### config.mk
export PLATFORM = sky130hd
export DESIGN_NAME = pair_dispatch
export DESIGN_NICKNAME = d
export VERILOG_FILES = /design/src/rtl/pair_dispatch_pkg.sv /design/src/rtl/pd_split.sv /design/src/rtl/pd_sequencer.sv /design/src/rtl/pd_tally.sv /design/src/rtl/pair_dispatch.sv
export SDC_FILE = /design/constraint.sdc
export NUM_CORES = 1
export LEC_CHECK = 0
export BUFFER_PORTS_ARGS = -buffer_cell sky130_fd_sc_hd__buf_4
export CELL_PAD_IN_SITES_DETAIL_PLACEMENT = 0
export CELL_PAD_IN_SITES_GLOBAL_PLACEMENT = 1
export CORE_ASPECT_RATIO = 1.75
export CORE_MARGIN = 2
export CORE_UTILIZATION = 40
export CTS_BUF_LIST = sky130_fd_sc_hd__clkbuf_8
export DETAILED_ROUTE_END_ITERATION = 8
export PLACE_DENSITY = 0.86
export RECOVER_POWER = 25
export SLEW_MARGIN = 20
export SYNTH_ARGS = -nofsm -noshare
export SYNTH_HDL_FRONTEND = slang
export SYNTH_SLANG_ARGS = --single-unit
### constraint.sdc
create_clock -name clk -period 2.6 [get_ports clk]
set_clock_uncertainty 0.05 [all_clocks]
set_input_delay 0.26 -clock clk [delete_from_list [all_inputs] [get_ports clk]]
set_output_delay 0.26 -clock clk [all_outputs]
set_load 0.02 [all_outputs]
### src/rtl/pair_dispatch_pkg.sv
package pair_dispatch_pkg;
  localparam int WORD_W     = 32;
  localparam int LONG_W     = 30;
  localparam int SHORT_W    = 15;
  localparam int GROUP_W    = 6;
  localparam int NUM_GROUPS = 1 << GROUP_W;
  localparam int NUM_KINDS  = 5;

  typedef enum logic [2:0] {
    KIND_LONG  = 3'd0,
    KIND_LEFT  = 3'd1,
    KIND_RIGHT = 3'd2,
    KIND_LPAR  = 3'd3,
    KIND_RPAR  = 3'd4
  } kind_e;

  typedef enum logic [1:0] {
    FMT_PAR  = 2'b00,
    FMT_LR   = 2'b01,
    FMT_RL   = 2'b10,
    FMT_LONG = 2'b11
  } fmt_e;

  function automatic logic [GROUP_W-1:0] short_group(input logic [SHORT_W-1:0] c);
    return c[SHORT_W-1 -: GROUP_W];
  endfunction

  function automatic logic [GROUP_W-1:0] long_group(input logic [LONG_W-1:0] p);
    return p[LONG_W-1 -: GROUP_W];
  endfunction
endpackage

### src/rtl/pd_split.sv
module pd_split
  import pair_dispatch_pkg::*;
#(
  parameter logic [NUM_GROUPS-1:0] COND_MASK = 64'hC000_0000_0000_0000
) (
  input  logic [WORD_W-1:0]  word,
  output fmt_e               fmt,
  output logic [SHORT_W-1:0] left_c,
  output logic [SHORT_W-1:0] right_c,
  output logic [LONG_W-1:0]  long_pl,
  output logic               left_cond,
  output logic               right_cond
);
  assign fmt        = fmt_e'(word[WORD_W-1 -: 2]);
  assign long_pl    = word[LONG_W-1:0];
  assign left_c     = word[2*SHORT_W-1 -: SHORT_W];
  assign right_c    = word[SHORT_W-1:0];
  assign left_cond  = COND_MASK[short_group(left_c)];
  assign right_cond = COND_MASK[short_group(right_c)];
endmodule

### src/rtl/pd_sequencer.sv
module pd_sequencer
  import pair_dispatch_pkg::*;
#(
  parameter logic [NUM_GROUPS-1:0] COND_MASK = 64'hC000_0000_0000_0000
) (
  input  logic               clk,
  input  logic               rst,
  input  logic               word_valid,
  input  logic [WORD_W-1:0]  word_data,
  output logic               word_ready,
  output logic               iss_valid,
  input  logic               iss_ready,
  output kind_e              s0_kind,
  output logic [LONG_W-1:0]  s0_pl,
  output logic [GROUP_W-1:0] s0_grp,
  output logic               s1_en,
  output kind_e              s1_kind,
  output logic [LONG_W-1:0]  s1_pl,
  output logic [GROUP_W-1:0] s1_grp,
  input  logic               flag_valid,
  input  logic               flag_value
);
  typedef enum logic [1:0] {ST_IDLE, ST_FIRST, ST_SECOND, ST_GATE} st_e;

  st_e                st_q, st_d;
  logic [WORD_W-1:0]  word_q;
  fmt_e               fmt;
  logic [SHORT_W-1:0] left_c, right_c;
  logic [LONG_W-1:0]  long_pl;
  logic               left_cond, right_cond;
  logic               lead_left, plain_par;

  pd_split #(.COND_MASK(COND_MASK)) u_split (
    .word(word_q), .fmt(fmt), .left_c(left_c), .right_c(right_c),
    .long_pl(long_pl), .left_cond(left_cond), .right_cond(right_cond)
  );

  assign lead_left = (fmt == FMT_LR) || ((fmt == FMT_PAR) && left_cond);
  assign plain_par = (fmt == FMT_PAR) && !left_cond && !right_cond;

  always_comb begin
    st_d       = st_q;
    word_ready = 1'b0;
    iss_valid  = 1'b0;
    s0_kind    = KIND_LONG;
    s0_pl      = '0;
    s0_grp     = '0;
    s1_en      = 1'b0;
    s1_kind    = KIND_LONG;
    s1_pl      = '0;
    s1_grp     = '0;
    unique case (st_q)
      ST_IDLE: begin
        word_ready = 1'b1;
        if (word_valid) st_d = ST_FIRST;
      end
      ST_FIRST: begin
        iss_valid = 1'b1;
        if (fmt == FMT_LONG) begin
          s0_kind = KIND_LONG;
          s0_pl   = long_pl;
          s0_grp  = long_group(long_pl);
        end else if (plain_par) begin
          s0_kind = KIND_LPAR;
          s0_pl   = LONG_W'(left_c);
          s0_grp  = short_group(left_c);
          s1_en   = 1'b1;
          s1_kind = KIND_RPAR;
          s1_pl   = LONG_W'(right_c);
          s1_grp  = short_group(right_c);
        end else begin
          s0_kind = lead_left ? KIND_LEFT : KIND_RIGHT;
          s0_pl   = LONG_W'(lead_left ? left_c : right_c);
          s0_grp  = short_group(lead_left ? left_c : right_c);
        end
        if (iss_ready) begin
          if (fmt == FMT_LONG || plain_par) st_d = ST_IDLE;
          else if (fmt == FMT_PAR)          st_d = ST_GATE;
          else                              st_d = ST_SECOND;
        end
      end
      ST_SECOND: begin
        iss_valid = 1'b1;
        s0_kind   = lead_left ? KIND_RIGHT : KIND_LEFT;
        s0_pl     = LONG_W'(lead_left ? right_c : left_c);
        s0_grp    = short_group(lead_left ? right_c : left_c);
        if (iss_ready) st_d = ST_IDLE;
      end
      ST_GATE: begin
        if (flag_valid) st_d = flag_value ? ST_SECOND : ST_IDLE;
      end
    endcase
  end

  always_ff @(posedge clk) begin
    if (rst) st_q <= ST_IDLE;
    else     st_q <= st_d;
    if (st_q == ST_IDLE && word_valid) word_q <= word_data;
  end
endmodule

### src/rtl/pd_tally.sv
module pd_tally
  import pair_dispatch_pkg::*;
#(
  parameter int CNT_W = 32
) (
  input  logic                            clk,
  input  logic                            rst,
  input  logic                            fire,
  input  logic [2:0]                      s0_kind,
  input  logic                            s1_en,
  input  logic [2:0]                      s1_kind,
  output logic [NUM_KINDS-1:0][CNT_W-1:0] counts
);
  localparam logic [CNT_W-1:0] CNT_MAX = '1;

  for (genvar k = 0; k < NUM_KINDS; k++) begin : g_cnt
    logic bump;
    assign bump = fire && ((s0_kind == 3'(k)) || (s1_en && (s1_kind == 3'(k))));
    always_ff @(posedge clk) begin
      if (rst)                                counts[k] <= '0;
      else if (bump && counts[k] != CNT_MAX)  counts[k] <= counts[k] + 1'b1;
    end
  end
endmodule

### src/rtl/pair_dispatch.sv
module pair_dispatch
  import pair_dispatch_pkg::*;
#(
  parameter int                    CNT_W     = 32,
  parameter logic [NUM_GROUPS-1:0] COND_MASK = 64'hC000_0000_0000_0000
) (
  input  logic               clk,
  input  logic               rst,
  input  logic               word_valid,
  input  logic [31:0]        word_data,
  output logic               word_ready,
  output logic               iss_valid,
  input  logic               iss_ready,
  output logic [2:0]         slot0_kind,
  output logic [29:0]        slot0_payload,
  output logic [5:0]         slot0_group,
  output logic               slot1_en,
  output logic [2:0]         slot1_kind,
  output logic [29:0]        slot1_payload,
  output logic [5:0]         slot1_group,
  input  logic               flag_valid,
  input  logic               flag_value,
  output logic [CNT_W-1:0]   cnt_long,
  output logic [CNT_W-1:0]   cnt_left,
  output logic [CNT_W-1:0]   cnt_right,
  output logic [CNT_W-1:0]   cnt_lpar,
  output logic [CNT_W-1:0]   cnt_rpar
);
  kind_e                          k0, k1;
  logic                           fire;
  logic [NUM_KINDS-1:0][CNT_W-1:0] counts;

  pd_sequencer #(.COND_MASK(COND_MASK)) u_seq (
    .clk(clk), .rst(rst),
    .word_valid(word_valid), .word_data(word_data), .word_ready(word_ready),
    .iss_valid(iss_valid), .iss_ready(iss_ready),
    .s0_kind(k0), .s0_pl(slot0_payload), .s0_grp(slot0_group),
    .s1_en(slot1_en), .s1_kind(k1), .s1_pl(slot1_payload), .s1_grp(slot1_group),
    .flag_valid(flag_valid), .flag_value(flag_value)
  );

  assign slot0_kind = k0;
  assign slot1_kind = k1;
  assign fire       = iss_valid && iss_ready;

  pd_tally #(.CNT_W(CNT_W)) u_tally (
    .clk(clk), .rst(rst), .fire(fire),
    .s0_kind(slot0_kind), .s1_en(slot1_en), .s1_kind(slot1_kind),
    .counts(counts)
  );

  assign cnt_long  = counts[KIND_LONG];
  assign cnt_left  = counts[KIND_LEFT];
  assign cnt_right = counts[KIND_RIGHT];
  assign cnt_lpar  = counts[KIND_LPAR];
  assign cnt_rpar  = counts[KIND_RPAR];
endmodule

==> summary.txt <==
Status
  • Status: finished, final reports clean

Drt
  • Drt initial violations: 452
  • DRT Wirelength: 31.2 mm
  • Residual DRC: 0
  • Routed vias/inst: 5.39
  • 1st-pass router iterations: 5
  • Routed Antenna Nets: 0
  • Vias: 9,843
  • WL/cell: 17.1 um

Placement
  • I/O Buffers: 260
  • GPL Wtd Cong: 0.880
  • Area after DPL: 12,600 um2
  • Final HPWL DP: 22.8 mm

Critical path
  • Critical Path End Type: primary output
  • Crit Path Max Fanout: 5
  • CP arrival: 2.23 ns
  • R2r endpoint: u_tally.counts[119]
  • Worst r2r src: u_seq.word_q[30]
  • R2R cell count: 10
  • Critical path class: register to primary output
  • Req. time, crit path: 2.29 ns
  • R2R Setup Slk: 0.16 ns
  • CP Launch Type: register

CTS
  • # clock sinks: 196
  • Skew-Pair Late Insertion Delay: 0.49 ns
  • Root buffer cell: clkbuf_8
  • CTS tree: done
  • Max Buffers Root-to-Sink: 2
  • Number of CTS-inserted buffers: 17
  • Htree depth: 4
  • CTS clk-pin slew, worst paths: 0.10 ns

GRT
  • First-pass GRT wire length: 49.0 mm
  • Vias in the first global route: 9,596
  • Global-route total usage across every layer: 22.4%
  • Grt total ovfl: 0
  • Initial antenna violation count: 0
  • Largest net degree at the start of global routing: 71

Power and ir drop
  • Power, Total: 6.02 mW
  • P per Cell Area: 440 nW/um2
  • Peak supply drop: 0.432 mV
  • Leakage: 5.46 nW

Job
  • Max-cap violations: 0

Hold path
  • Hold Crit Depth: 5
  • Min-Delay Startpoint: flag_value
  • Hold path endpoint: u_seq.st_q[1]
  • Hold WC Path Type: input pin to register

Timing
  • Fin crit period: 2.54 ns
  • Worst-margin pin slew: 0.585 ns
  • Max Freq: 0.394 GHz
  • Finish-stage setup viols: 0
  • Tcrit/Tclk final: 97.7%
  • Max-slew violations: 0
  • Final hold vios: 0
  • RSZ-0062 raised after global routing: true
  • Worst rel slew slack: 61.0%
  • Sum of negative setup slack: 0 ns

Synth
  • Cell Area, Synth: 10,200 um2
  • Number of synthesized flops with an enable pin: 32
  • Largest cells by area after synthesis: dfxtp_1 32%, edfxtp_1 9.5%, xor2_1 8.5%
  • Predominant post-synthesis flop cell: dfxtp_1
  • Asr flop ratio synth: 0%
  • Synth Register Bits: 196
  • Synth cell types: 65
  • Syn Inst Count: 1,164
  • Synth area leader: dfxtp_1
  • Syn Area/Cell: 8.73 um2
  • Synth Warn #: 0
  • Post-synthesis sequential area ratio: 41.8%
  • Synth top area share: 32.3%

Die
  • Core Rows: 77
  • Die X: 125 um
  • Num ports: 279
  • Effective utilization at floorplan: 40.4%
  • DIE AREA: 26,800 um2
  • Core area: 25,100 um2
  • Die H: 215 um

Final layout
  • Nets@finish: 1,546
  • Number of fill cells in the layout: 2,342
  • Area Overhead vs Synth: 34.6%
  • Layout cells sized above 1: 27.2%
  • Design Area, Final: 13,700 um2
-- metrics by stage --
step	hold slack (ns)	setup WS [ns]	cells	utilization, %
global route	0.137	-0.0403	1826	54.4
floorplan	0.309	0.226	1181	-
detailed placement	0.389	0.0631	1746	50.3
finish	0.149	0.0602	1827	54.4
CTS	0.0883	-0.00237	1818	53.7
global placement	0.388	0.130	1746	50.3
-- layout make-up --
type | count | area, um2 | share of cell area, %
multi-input combinational | 899 | 5680 | 41.5
sequential | 196 | 4250 | 31.1
timing repair buffer | 365 | 2920 | 21.4
tap | 316 | 395 | 2.89
clock buffer | 20 | 275 | 2.01
inverter | 19 | 78.8 | 0.576
clock inverter | 11 | 76.3 | 0.558
antenna | 1 | 2.50 | 0.0183
-- cell usage after synthesis (15+ instances only) --
| cell type | number |
|---|---|
| a21oi_1 | 38 |
| clkbuf_1 | 33 |
| nand2_1 | 61 |
| and2_1 | 25 |
| and4_1 | 15 |
| nor2_1 | 178 |
| nand3_1 | 93 |
| nand4_1 | 84 |
| xor2_1 | 99 |
| inv_1 | 19 |
| buf_4 | 28 |
| edfxtp_1 | 32 |
| o21ai_0 | 27 |
| xnor2_1 | 31 |
| nor3_1 | 32 |
| dfxtp_1 | 164 |
| and3_1 | 53 |
-- power by group --
| group | internal, mW | switching, mW | total, mW |
|---|---|---|---|
| sequential | 3.15 | 0.0589 | 3.21 |
| clock | 0.803 | 1.05 | 1.86 |
| combinational | 0.403 | 0.546 | 0.950 |
| total | 4.36 | 1.66 | 6.02 |
-- per-layer routing --
layer  track usage (%)  vias to the layer above  part of all wire, %
li1                  -                     4786                    -
met1              22.7                     4656                   37
met2              42.3                      320                   54
met3              5.20                       81                  5.0
met4              11.3                        0                  4.2
met5                 0                        -                    0
-- sequential cells by signal, summed over array words and instances, names as in the netlist --
| register | count |
|---|---|
| u_tally.counts | 160 |
| u_seq.word_q | 32 |
| u_seq.st_q | 2 |
| u_seq.left_cond | 1 |
| u_seq.right_cond | 1 |
-- worst max-delay path by stage --
| stage | end | from | slack (ns) | cells after the start |
|---|---|---|---|---|
| after global placement | u_tally.counts[26] | u_seq.word_q[30] | 0.13 | 7 |
| after floorplan | u_tally.counts[58] | u_seq.st_q[1] | 0.23 | 8 |
| after detailed placement | u_tally.counts[26] | u_seq.word_q[30] | 0.06 | 7 |
| after global routing | slot0_group[3] | u_seq.word_q[30] | -0.04 | 8 |
| final | slot0_payload[4] | u_seq.word_q[30] | 0.06 | 6 |
| after CTS | slot0_payload[13] | u_seq.word_q[31] | -0.002 | 9 |
-- worst max-delay path: stages, from the launching register on --
cell and delay [ns]:
edfxtp_1 0.45, or3b_4 0.42, a32oi_4 0.26, buf_8 0.15, nor2_4 0.05, a22o_1 0.26, buf_6 0.14
-- cells by family (layout without fill, tap and decap cells) --
kind of cell	count (synthesis)	in the layout	synth area share, %
AND/OR/NAND/NOR	615	617	32.5
flip-flops	196	196	41.8
XOR/XNOR	130	130	11.2
AO/OA/AOI/OAI	112	112	7.58
buffers and inverters	88	415	4.51
multiplexers	12	12	1.21
adder cells (fa/ha/maj)	10	10	1.23
other	1	19	0.0369
-- repair_timing --
| action | CTS | global route |
|---|---|---|
| gates resized for setup | 32 | 33 |
| pin swaps | 5 | 19 |
| hold buffers | 32 | 0 |
| gates cloned | 2 | 1 |
| hold endpoints to repair | 32 | 0 |
| endpoints found under the setup margin | 37 | 42 |
| buffers inserted | 8 | 8 |
-- layout by cell type, fill, tap and decap left out, drive strengths merged, types with 6 or more instances in the layout --
cell type,instances
a21oi,38
a22o,9
and2,25
and3,53
and4,15
buf,297
clkbuf,56
conb,18
dfxtp,164
dlygate4sd3,32
edfxtp,32
ha,10
inv,24
mux2i,10
nand2,62
nand3,95
nand4,84
nor2,180
nor2b,6
nor3,36
nor4,19
o21a,12
o21ai,28
or2,6
or3,12
or4,8
xnor2,31
xor2,99
(Power assumes the default switching activity.)
